==> src/rtl/irq_gather_pkg.sv <==
package irq_gather_pkg;

   // Byte offsets of the register window.
   typedef enum logic [7:0] {
      OFS_COUNT = 8'h00,
      OFS_MASK  = 8'h04,
      OFS_KILL  = 8'h08,
      OFS_OFF   = 8'h0C,
      OFS_ON    = 8'h10
   } reg_ofs_e;

   // Decoded write action.
   typedef enum logic [1:0] {
      ACT_NONE,
      ACT_SET,
      ACT_CLR,
      ACT_KILL
   } wr_act_e;

endpackage

==> src/rtl/irq_gather_capture.sv <==
module irq_gather_capture #(
   parameter int NUM_SRC     = 32,
   parameter int SYNC_STAGES = 0
) (
   input  logic               clk,
   input  logic               rst_n,
   input  logic [NUM_SRC-1:0] src_i,
   input  logic               clr_all_i,
   output logic [NUM_SRC-1:0] pend_o
);

   logic [NUM_SRC-1:0] src_s;
   logic [NUM_SRC-1:0] pend_q;

   generate
      if (SYNC_STAGES == 0) begin : g_direct
         assign src_s = src_i;
      end else begin : g_sync
         logic [SYNC_STAGES-1:0][NUM_SRC-1:0] sync_q;
         always_ff @(posedge clk or negedge rst_n) begin
            if (!rst_n) begin
               sync_q <= '0;
            end else begin
               sync_q[0] <= src_i;
               for (int s = 1; s < SYNC_STAGES; s++) begin
                  sync_q[s] <= sync_q[s-1];
               end
            end
         end
         assign src_s = sync_q[SYNC_STAGES-1];
      end
   endgenerate

   // The pending bit follows the line level; the global clear wins for one edge.
   always_ff @(posedge clk or negedge rst_n) begin
      if (!rst_n) begin
         pend_q <= '0;
      end else if (clr_all_i) begin
         pend_q <= '0;
      end else begin
         pend_q <= src_s;
      end
   end

   assign pend_o = pend_q;


   kill_clears_pend_chk: assert property (@(posedge clk) disable iff (!rst_n)
      clr_all_i |=> (pend_o == '0));

endmodule

==> src/rtl/irq_gather_enable.sv <==
module irq_gather_enable #(
   parameter int NUM_SRC = 32
) (
   input  logic                         clk,
   input  logic                         rst_n,
   input  irq_gather_pkg::wr_act_e      act_i,
   input  logic [NUM_SRC-1:0]           data_i,
   output logic [NUM_SRC-1:0]           en_o
);
   import irq_gather_pkg::*;

   logic [NUM_SRC-1:0] en_q;
   logic [NUM_SRC-1:0] en_d;

   always_comb begin
      unique case (act_i)
         ACT_SET:  en_d = en_q | data_i;
         ACT_CLR:  en_d = en_q & ~data_i;
         ACT_KILL: en_d = '0;
         default:  en_d = en_q;
      endcase
   end

   always_ff @(posedge clk or negedge rst_n) begin
      if (!rst_n) en_q <= '0;
      else        en_q <= en_d;
   end

   assign en_o = en_q;


   set_bits_on_chk: assert property (@(posedge clk) disable iff (!rst_n)
      (act_i == ACT_SET) |=> ((en_o & $past(data_i)) == $past(data_i)));


   clr_bits_off_chk: assert property (@(posedge clk) disable iff (!rst_n)
      (act_i == ACT_CLR) |=> ((en_o & $past(data_i)) == '0));

   // bits outside the written ones keep their value
   untouched_bits_chk: assert property (@(posedge clk) disable iff (!rst_n)
      ((act_i == ACT_SET) || (act_i == ACT_CLR)) |=>
      ((en_o & ~$past(data_i)) == ($past(en_o) & ~$past(data_i))));


   idle_hold_chk: assert property (@(posedge clk) disable iff (!rst_n)
      (act_i == ACT_NONE) |=> $stable(en_o));

endmodule

==> src/rtl/irq_gather_count.sv <==
module irq_gather_count #(
   parameter int NUM_SRC = 32,
   parameter int CNT_W   = 6
) (
   input  logic [NUM_SRC-1:0] vec_i,
   output logic [CNT_W-1:0]   cnt_o
);

   always_comb begin
      cnt_o = '0;
      for (int i = 0; i < NUM_SRC; i++) begin
         cnt_o = cnt_o + CNT_W'(vec_i[i]);
      end
   end

endmodule

==> src/rtl/irq_gather.sv <==
module irq_gather #(
   parameter int NUM_SRC     = 32,
   parameter int ADDR_W      = 8,
   parameter int DATA_W      = 32,
   parameter int SYNC_STAGES = 0
) (
   input  logic               clk,
   input  logic               rst_n,
   input  logic [NUM_SRC-1:0] src_i,
   input  logic               bus_wr,
   input  logic               bus_rd,
   input  logic [ADDR_W-1:0]  bus_addr,
   input  logic [DATA_W-1:0]  bus_wdata,
   output logic [DATA_W-1:0]  bus_rdata,
   output logic               irq_out
);
   import irq_gather_pkg::*;

   localparam int CNT_W = $clog2(NUM_SRC + 1);

   generate
      if (NUM_SRC < 1 || NUM_SRC > DATA_W) begin : g_bad_src
         $error("NUM_SRC must lie between 1 and DATA_W");
      end
      if (ADDR_W < 5) begin : g_bad_addr
         $error("ADDR_W must be at least 5");
      end
      if (SYNC_STAGES < 0) begin : g_bad_sync
         $error("SYNC_STAGES must not be negative");
      end
   endgenerate

   wr_act_e            act;
   logic [NUM_SRC-1:0] pend;
   logic [NUM_SRC-1:0] en;
   logic [NUM_SRC-1:0] live;
   logic [CNT_W-1:0]   cnt;
   logic [DATA_W-1:0]  rd_val;
   logic [DATA_W-1:0]  rdata_q;

   always_comb begin
      act = ACT_NONE;
      if (bus_wr) begin
         if      (bus_addr == ADDR_W'(OFS_ON))   act = ACT_SET;
         else if (bus_addr == ADDR_W'(OFS_OFF))  act = ACT_CLR;
         else if (bus_addr == ADDR_W'(OFS_KILL)) act = ACT_KILL;
      end
   end

   irq_gather_capture #(.NUM_SRC(NUM_SRC), .SYNC_STAGES(SYNC_STAGES)) u_capture (
      .clk       (clk),
      .rst_n     (rst_n),
      .src_i     (src_i),
      .clr_all_i (act == ACT_KILL),
      .pend_o    (pend)
   );

   irq_gather_enable #(.NUM_SRC(NUM_SRC)) u_enable (
      .clk    (clk),
      .rst_n  (rst_n),
      .act_i  (act),
      .data_i (bus_wdata[NUM_SRC-1:0]),
      .en_o   (en)
   );

   assign live = pend & en;

   irq_gather_count #(.NUM_SRC(NUM_SRC), .CNT_W(CNT_W)) u_count (
      .vec_i (live),
      .cnt_o (cnt)
   );

   always_comb begin
      rd_val = '0;
      if      (bus_addr == ADDR_W'(OFS_COUNT)) rd_val = DATA_W'(cnt);
      else if (bus_addr == ADDR_W'(OFS_MASK))  rd_val = DATA_W'(live);
   end

   always_ff @(posedge clk or negedge rst_n) begin
      if (!rst_n)      rdata_q <= '0;
      else if (bus_rd) rdata_q <= rd_val;
      else             rdata_q <= '0;
   end

   assign bus_rdata = rdata_q;
   assign irq_out   = |live;


   irq_vs_count_chk: assert property (@(posedge clk) disable iff (!rst_n)
      irq_out == (cnt != '0));


   kill_drops_irq_chk: assert property (@(posedge clk) disable iff (!rst_n)
      (bus_wr && bus_addr == ADDR_W'(OFS_KILL)) |=> !irq_out);


   count_range_chk: assert property (@(posedge clk) disable iff (!rst_n)
      (bus_rd && bus_addr == ADDR_W'(OFS_COUNT)) |=> (bus_rdata <= DATA_W'(NUM_SRC)));


   mask_in_enable_chk: assert property (@(posedge clk) disable iff (!rst_n)
      (bus_rd && bus_addr == ADDR_W'(OFS_MASK)) |=>
      ((bus_rdata[NUM_SRC-1:0] & ~$past(en)) == '0));


   idle_rdata_chk: assert property (@(posedge clk) disable iff (!rst_n)
      !bus_rd |=> (bus_rdata == '0));

endmodule

==> config.mk <==
export PLATFORM = sky130hd
export DESIGN_NAME = irq_gather
export DESIGN_NICKNAME = d
export VERILOG_FILES = /design/src/rtl/irq_gather_pkg.sv /design/src/rtl/irq_gather_capture.sv /design/src/rtl/irq_gather_enable.sv /design/src/rtl/irq_gather_count.sv /design/src/rtl/irq_gather.sv
export SDC_FILE = /design/constraint.sdc
export NUM_CORES = 1
export LEC_CHECK = 0
export BUFFER_PORTS_ARGS = -buffer_cell sky130_fd_sc_hd__buf_4
export CAP_MARGIN = 30
export CORE_MARGIN = 2
export CORE_UTILIZATION = 50
export CTS_BUF_LIST = sky130_fd_sc_hd__clkbuf_2 sky130_fd_sc_hd__clkbuf_4 sky130_fd_sc_hd__clkbuf_8
export CTS_CLUSTER_SIZE = 24
export DETAILED_ROUTE_END_ITERATION = 8
export PLACE_DENSITY_LB_ADDON = 0.05
export SYNTH_ARGS = -nofsm -noshare
export SYNTH_HDL_FRONTEND = slang
export SYNTH_SLANG_ARGS = --single-unit
==> constraint.sdc <==
create_clock -name clk -period 4.9 [get_ports clk]
set_input_delay 0.98 -clock clk [delete_from_list [all_inputs] [get_ports clk]]
set_output_delay 0.98 -clock clk [all_outputs]
set_load 0.005 [all_outputs]
Word level (Yosys, flattened, before mapping). Index checks and enable logic that the tools add are counted.

Output and inout port bits: 33. Register bits: 96. Input port bits: 76. Word-level logic and storage cells: 57.

$add $sub $neg: 31. Muxes and demuxes: 9. Equality and inequality tests: 7. Bitwise logic cells: 4. Reductions and logical operators: 3.

Operators by type and width (count): $add A6 B1 Y6 (30); $mux W32 (4); $pmux W32 S3 (1); $and A32 B32 Y32 (2); $not A32 Y32 (1); $or A32 B32 Y32 (1); $reduce_or A32 Y1 (1); $eq A8 B4 Y1 const B (2); $eq A8 B3 Y1 const B (1); $eq A8 B5 Y1 const B (1); $logic_not A8 Y1 (1); $mux W2 (4); $eq A2 B2 Y1 const B (2); $reduce_bool A3 Y1 (1); $add A1 B1 Y2 (1); $eq A2 B1 Y1 const B (1).

Logic depth before layout (Yosys ltp).
Depth after elaboration: 34. Depth in mapped cells: 20. Depth with buffers taken out: 20.

Modules after synthesis. A second synthesis with hierarchy kept.

Cell total of the unflattened synthesis: 429. Area, all modules: 4625.7 um2.

By module, submodules not included: irq_gather_enable (cells an instance 138, sequential area each 800.8 um2, times used 1, area an instance 1457.6 um2); irq_gather (cells an instance 153, sequential area each 800.8 um2, times used 1, area an instance 1393.8 um2); irq_gather_capture (cells an instance 67, sequential area each 800.8 um2, times used 1, area an instance 1023.5 um2); irq_gather_count (cells an instance 71, sequential area each 0.0 um2, times used 1, area an instance 750.7 um2).

Worst setup path after synthesis. No wires, ideal clock.

Kind: register to register. From: reg u_enable.en_q[0], in the netlist u_enable.en_o[0]. To: reg rdata_q[4], in the netlist bus_rdata[4]. Slack: -255 ps. Library setup time: 124 ps. Data required time: 4776 ps. Stages on the path, launching flop included: 19. Clock period less this slack: 5155 ps. Buffers on the path: 0. Data arrival time: 5031 ps. Cell sequence: dfrtp_1 nand2_1 inv_1 ha_1 inv_1 fa_1 fa_1 fa_1 fa_1 fa_1 fa_1 inv_1 fa_1 inv_1 fa_1 inv_1 a21oi_1 nor4b_1 o31a_1.

Longest elaborated chain between the ends: 34.

RTL lines: from (decl) (RTL line irq_gather_enable.sv:12) `logic [NUM_SRC-1:0] en_q;`; from (signal assigned) (RTL line irq_gather_enable.sv:26) `else en_q <= en_d;`; $and A32 B32 Y32 (RTL line irq_gather.sv:66) `assign live = pend & en;`; $add A1 B1 Y2 (RTL line irq_gather_count.sv:12) `cnt_o = cnt_o + CNT_W'(vec_i[i]);`; $add A6 B1 Y6 (30 in a row) (RTL line irq_gather_count.sv:12); $mux W32 (RTL line irq_gather.sv:75) `if (bus_addr == ADDR_W'(OFS_COUNT)) rd_val = DATA_W'(cnt);`; $mux W32 (RTL line irq_gather.sv:81) `else if (bus_rd) rdata_q <= rd_val;`; to (signal assigned) (RTL line irq_gather.sv:81); to (decl) (RTL line irq_gather.sv:39) `logic [DATA_W-1:0] rdata_q;`.

Every way passes these cells. A chain may end at the register's enable or synchronous reset.

Worst setup path in the final report.
From: reg u_enable.en_q[1], in the netlist u_enable.en_o[1]. To: reg rdata_q[3], in the netlist bus_rdata[3].

Same word-level chain as after synthesis.

==> results.sh <==
export IMPL_synthArstFlopShare=1.00
export IMPL_slew_headroom=0.358
export IMPL_start_util=0.516
export IMPL_critPathMostFrequentCell="fa_1"
export IMPL_fin_nets=647
export IMPL_ys_warn_count=0
export IMPL_period_share=1.03
export IMPL_cts_root_buf="clkbuf_8"
export IMPL_synth_seq_area_share=0.534
export IMPL_setup_ws_ns=-0.159
export IMPL_die_height_um=98.9
export IMPL_track_usage=0.244
export IMPL_syn_to_final_growth_pct=33.2
export IMPL_synth_edff_count=0
export IMPL_drc=0
export IMPL_antenna_cells=0
export IMPL_pin_count=109
export IMPL_hold_slack_ns=0.507
export IMPL_crit_required_ns=5.15
export IMPL_max_freq_ghz=0.198
export IMPL_synth_top_flop_cell="dfrtp_1"
export IMPL_cap_violations=0
export IMPL_finalPower_mw=1.65
export IMPL_p_sw_frac=0.249
export IMPL_layout_drive_gt1_share=0.359
export IMPL_fin_util=0.687
export IMPL_tightest_slew_ns=0.956
export IMPL_grt_max_degree=53
export IMPL_endpoint_kind="flop"
export IMPL_synth_seq_cells=96
export IMPL_place_hpwl_um=7690
export IMPL_dp_worst_setup_slack_ns=-0.135
export IMPL_clockBufferDepth=2
export IMPL_synth_most_common_cell="dfrtp_1"
export IMPL_crit_family="adder cells"
export IMPL_ff_latch_area_um2=2400
export IMPL_p_comb_frac=0.141
export IMPL_fill_cells=664
export IMPL_rows=34
export IMPL_crit_arrival_ns=5.31
export IMPL_p_int_mw=1.24
export IMPL_p_sw_uw=410
export IMPL_hp_class="flop to flop"
export IMPL_ctsHoldBuffers=0
export IMPL_fin_crit_ns=5.06
export IMPL_clk_pin_slew_worst_paths_ns=0.10
export IMPL_crit_path_start_kind="flop"
export IMPL_routabilityCongestion=0.874
export IMPL_synth_top_cell_area_share=0.534
export IMPL_htreeDepth=3
export IMPL_antenna_found_initial=0
export IMPL_wl_per_cell_um=17.3
export IMPL_violations="setup timing"
export IMPL_power_per_cell_area_nw_per_um2=275
export IMPL_instances_no_fill=651
export IMPL_vias=3466
export IMPL_status="finished, violations left"
export IMPL_routed_via_density=5.32
export IMPL_yosysUniqueCellTypes=38
export IMPL_irDropWorstVdd_v=0.000192
export IMPL_drtIter0Drc=153
export IMPL_design_core_area_um2=8720
export IMPL_leakage_nw=3.02
export IMPL_io_buffer_count=108
export IMPL_synth_cells_most_frequent="dfrtp_1, inv_1, nand2_1, and2_1"
export IMPL_finalHoldViolations=0
export IMPL_path_cells="nand2_2 -> inv_2 -> ha_4 -> inv_2 -> fa_1 -> fa_1 -> fa_1 -> fa_1 -> fa_1 -> fa_1 -> inv_1 -> fa_2 -> buf_6 -> a21o_1 -> a211oi_2 -> o31ai_2 -> and2_1"
export IMPL_skew_ns=0.0131
export IMPL_firstDrtPassIters=4
export IMPL_cp_max_fo=2
export IMPL_clkLatencyLatePin_ns=0.37
export IMPL_syn_cell_area_um2=4500
export IMPL_seqPwrFrac=0.503
export IMPL_clock_power_share=0.356
export IMPL_die_w_um=98.9
export IMPL_critPathSlowestCell="fa_1"
export IMPL_cp_buffers_inverters=4
export IMPL_syn_area_per_cell_um2=11.5
export IMPL_gr_total_overflow=0
export IMPL_grt_first_pass_wirelength_um=18300
export IMPL_multi_input_area_um2=1910
export IMPL_rsz0062_at_grt="true"
export IMPL_crit_type="flop to flop"
export IMPL_cts_buffers=9
export IMPL_critical_path_max_stage_delay_ns=0.56
export IMPL_cts_tree="done"
export IMPL_die_area_um2=9780
export IMPL_slew_viol_final=0
export IMPL_cts_sinks=96
export IMPL_ant_nets=0
export IMPL_syn_nets=500
export IMPL_dp_cells=610
export IMPL_synth_area_top_cells="dfrtp_1, fa_1, a22o_1, and2_1, inv_1"
export IMPL_netlist_instances=391
export IMPL_final_setup_viol_count=4
export IMPL_routed_wl_um=11300
export IMPL_synth_top_area_cell="dfrtp_1"
export IMPL_grt_pass1_vias=3581
-- layer usage --
layer / wire, um / track usage / vias up
li1: - / - / 1582
met1: 4580 / 0.318 / 1753
met2: 5890 / 0.416 / 114
met3: 588 / 0.0546 / 17
met4: 196 / 0.0622 / 0
met5: 0 / 0 / -
-- flip-flops by register name (all words and copies together), names as in the netlist --
signal            count
u_capture.pend_o     32
u_enable.en_o        32
bus_rdata            32
-- logic make-up after synthesis --
| logic type | count (synthesis) | share of synthesized area |
|---|---|---|
| AOI/OAI and AO/OA | 78 | 0.122 |
| xor gates and xnor gates | 1 | 0.00195 |
| adders and majority gates | 33 | 0.132 |
| buffers and inverters | 60 | 0.0656 |
| DFF | 96 | 0.534 |
| and+or+nand+nor | 123 | 0.145 |
-- final timing paths --
kind | end | slack (ns) | from | depth (start not counted)
min in group asynchronous | u_enable.en_o[26]$_DFFE_PN0P_ | 0.60 | rst_n | 1
hold reg to reg | u_enable.en_o[31]$_DFFE_PN0P_ | 0.51 | u_enable.en_o[31]$_DFFE_PN0P_ | 1
setup / recovery | bus_rdata[3]$_DFF_PN0_ | -0.16 | u_enable.en_o[1]$_DFFE_PN0P_ | 17
setup reg to reg | bus_rdata[3]$_DFF_PN0_ | -0.16 | u_enable.en_o[1]$_DFFE_PN0P_ | 17
hold / removal | u_enable.en_o[31]$_DFFE_PN0P_ | 0.51 | u_enable.en_o[31]$_DFFE_PN0P_ | 1
max in group asynchronous | bus_rdata[8]$_DFF_PN0_ | 3.22 | rst_n | 2
-- cells in the final DEF, fill, tap and decap left out, types with 3 or more instances in the layout --
cell and n:
inv_1 39, ha_1 6, a22o_1 32, inv_2 5, o21ai_1 32, nand2_1 34, clkbuf_8 9, fa_1 22
ha_4 3, and2_1 33, nor2_1 27, nand4_1 7, dfrtp_1 96, buf_4 149, o21ai_0 3
-- final cells by class --
type | count | area share
Multi-Input combinational cell | 235 | 0.319
Clock inverter | 6 | 0.0154
Tap cell | 108 | 0.0225
Inverter | 44 | 0.0276
Timing Repair Buffer | 152 | 0.193
Sequential cell | 96 | 0.401
Clock buffer | 10 | 0.0219
-- power groups by stage --
stage	clock, mW	sequential [mW]	combinational (mW)
after floorplan	0	0.841	0.0946
after global placement	0	0.843	0.196
after detailed placement	0	0.844	0.201
after CTS	0.596	0.828	0.212
after global routing	0.628	0.831	0.257
final	0.586	0.829	0.232
-- repair_timing --
item | CTS | global route
pin swaps | 5 | 8
setup endpoints to repair | 3 | 6
resized for setup | 6 | 14
setup buffers | 24 | 4
-- through the flow --
step	cell area (um^2)	TNS, ns
after global routing	5990	-0.845
after global placement	5470	-0.0963
final	5990	-0.357
after floorplan	4510	0
after detailed placement	5480	-0.338
after CTS	5910	-0.296
Power figures use the tool's default switching activity.
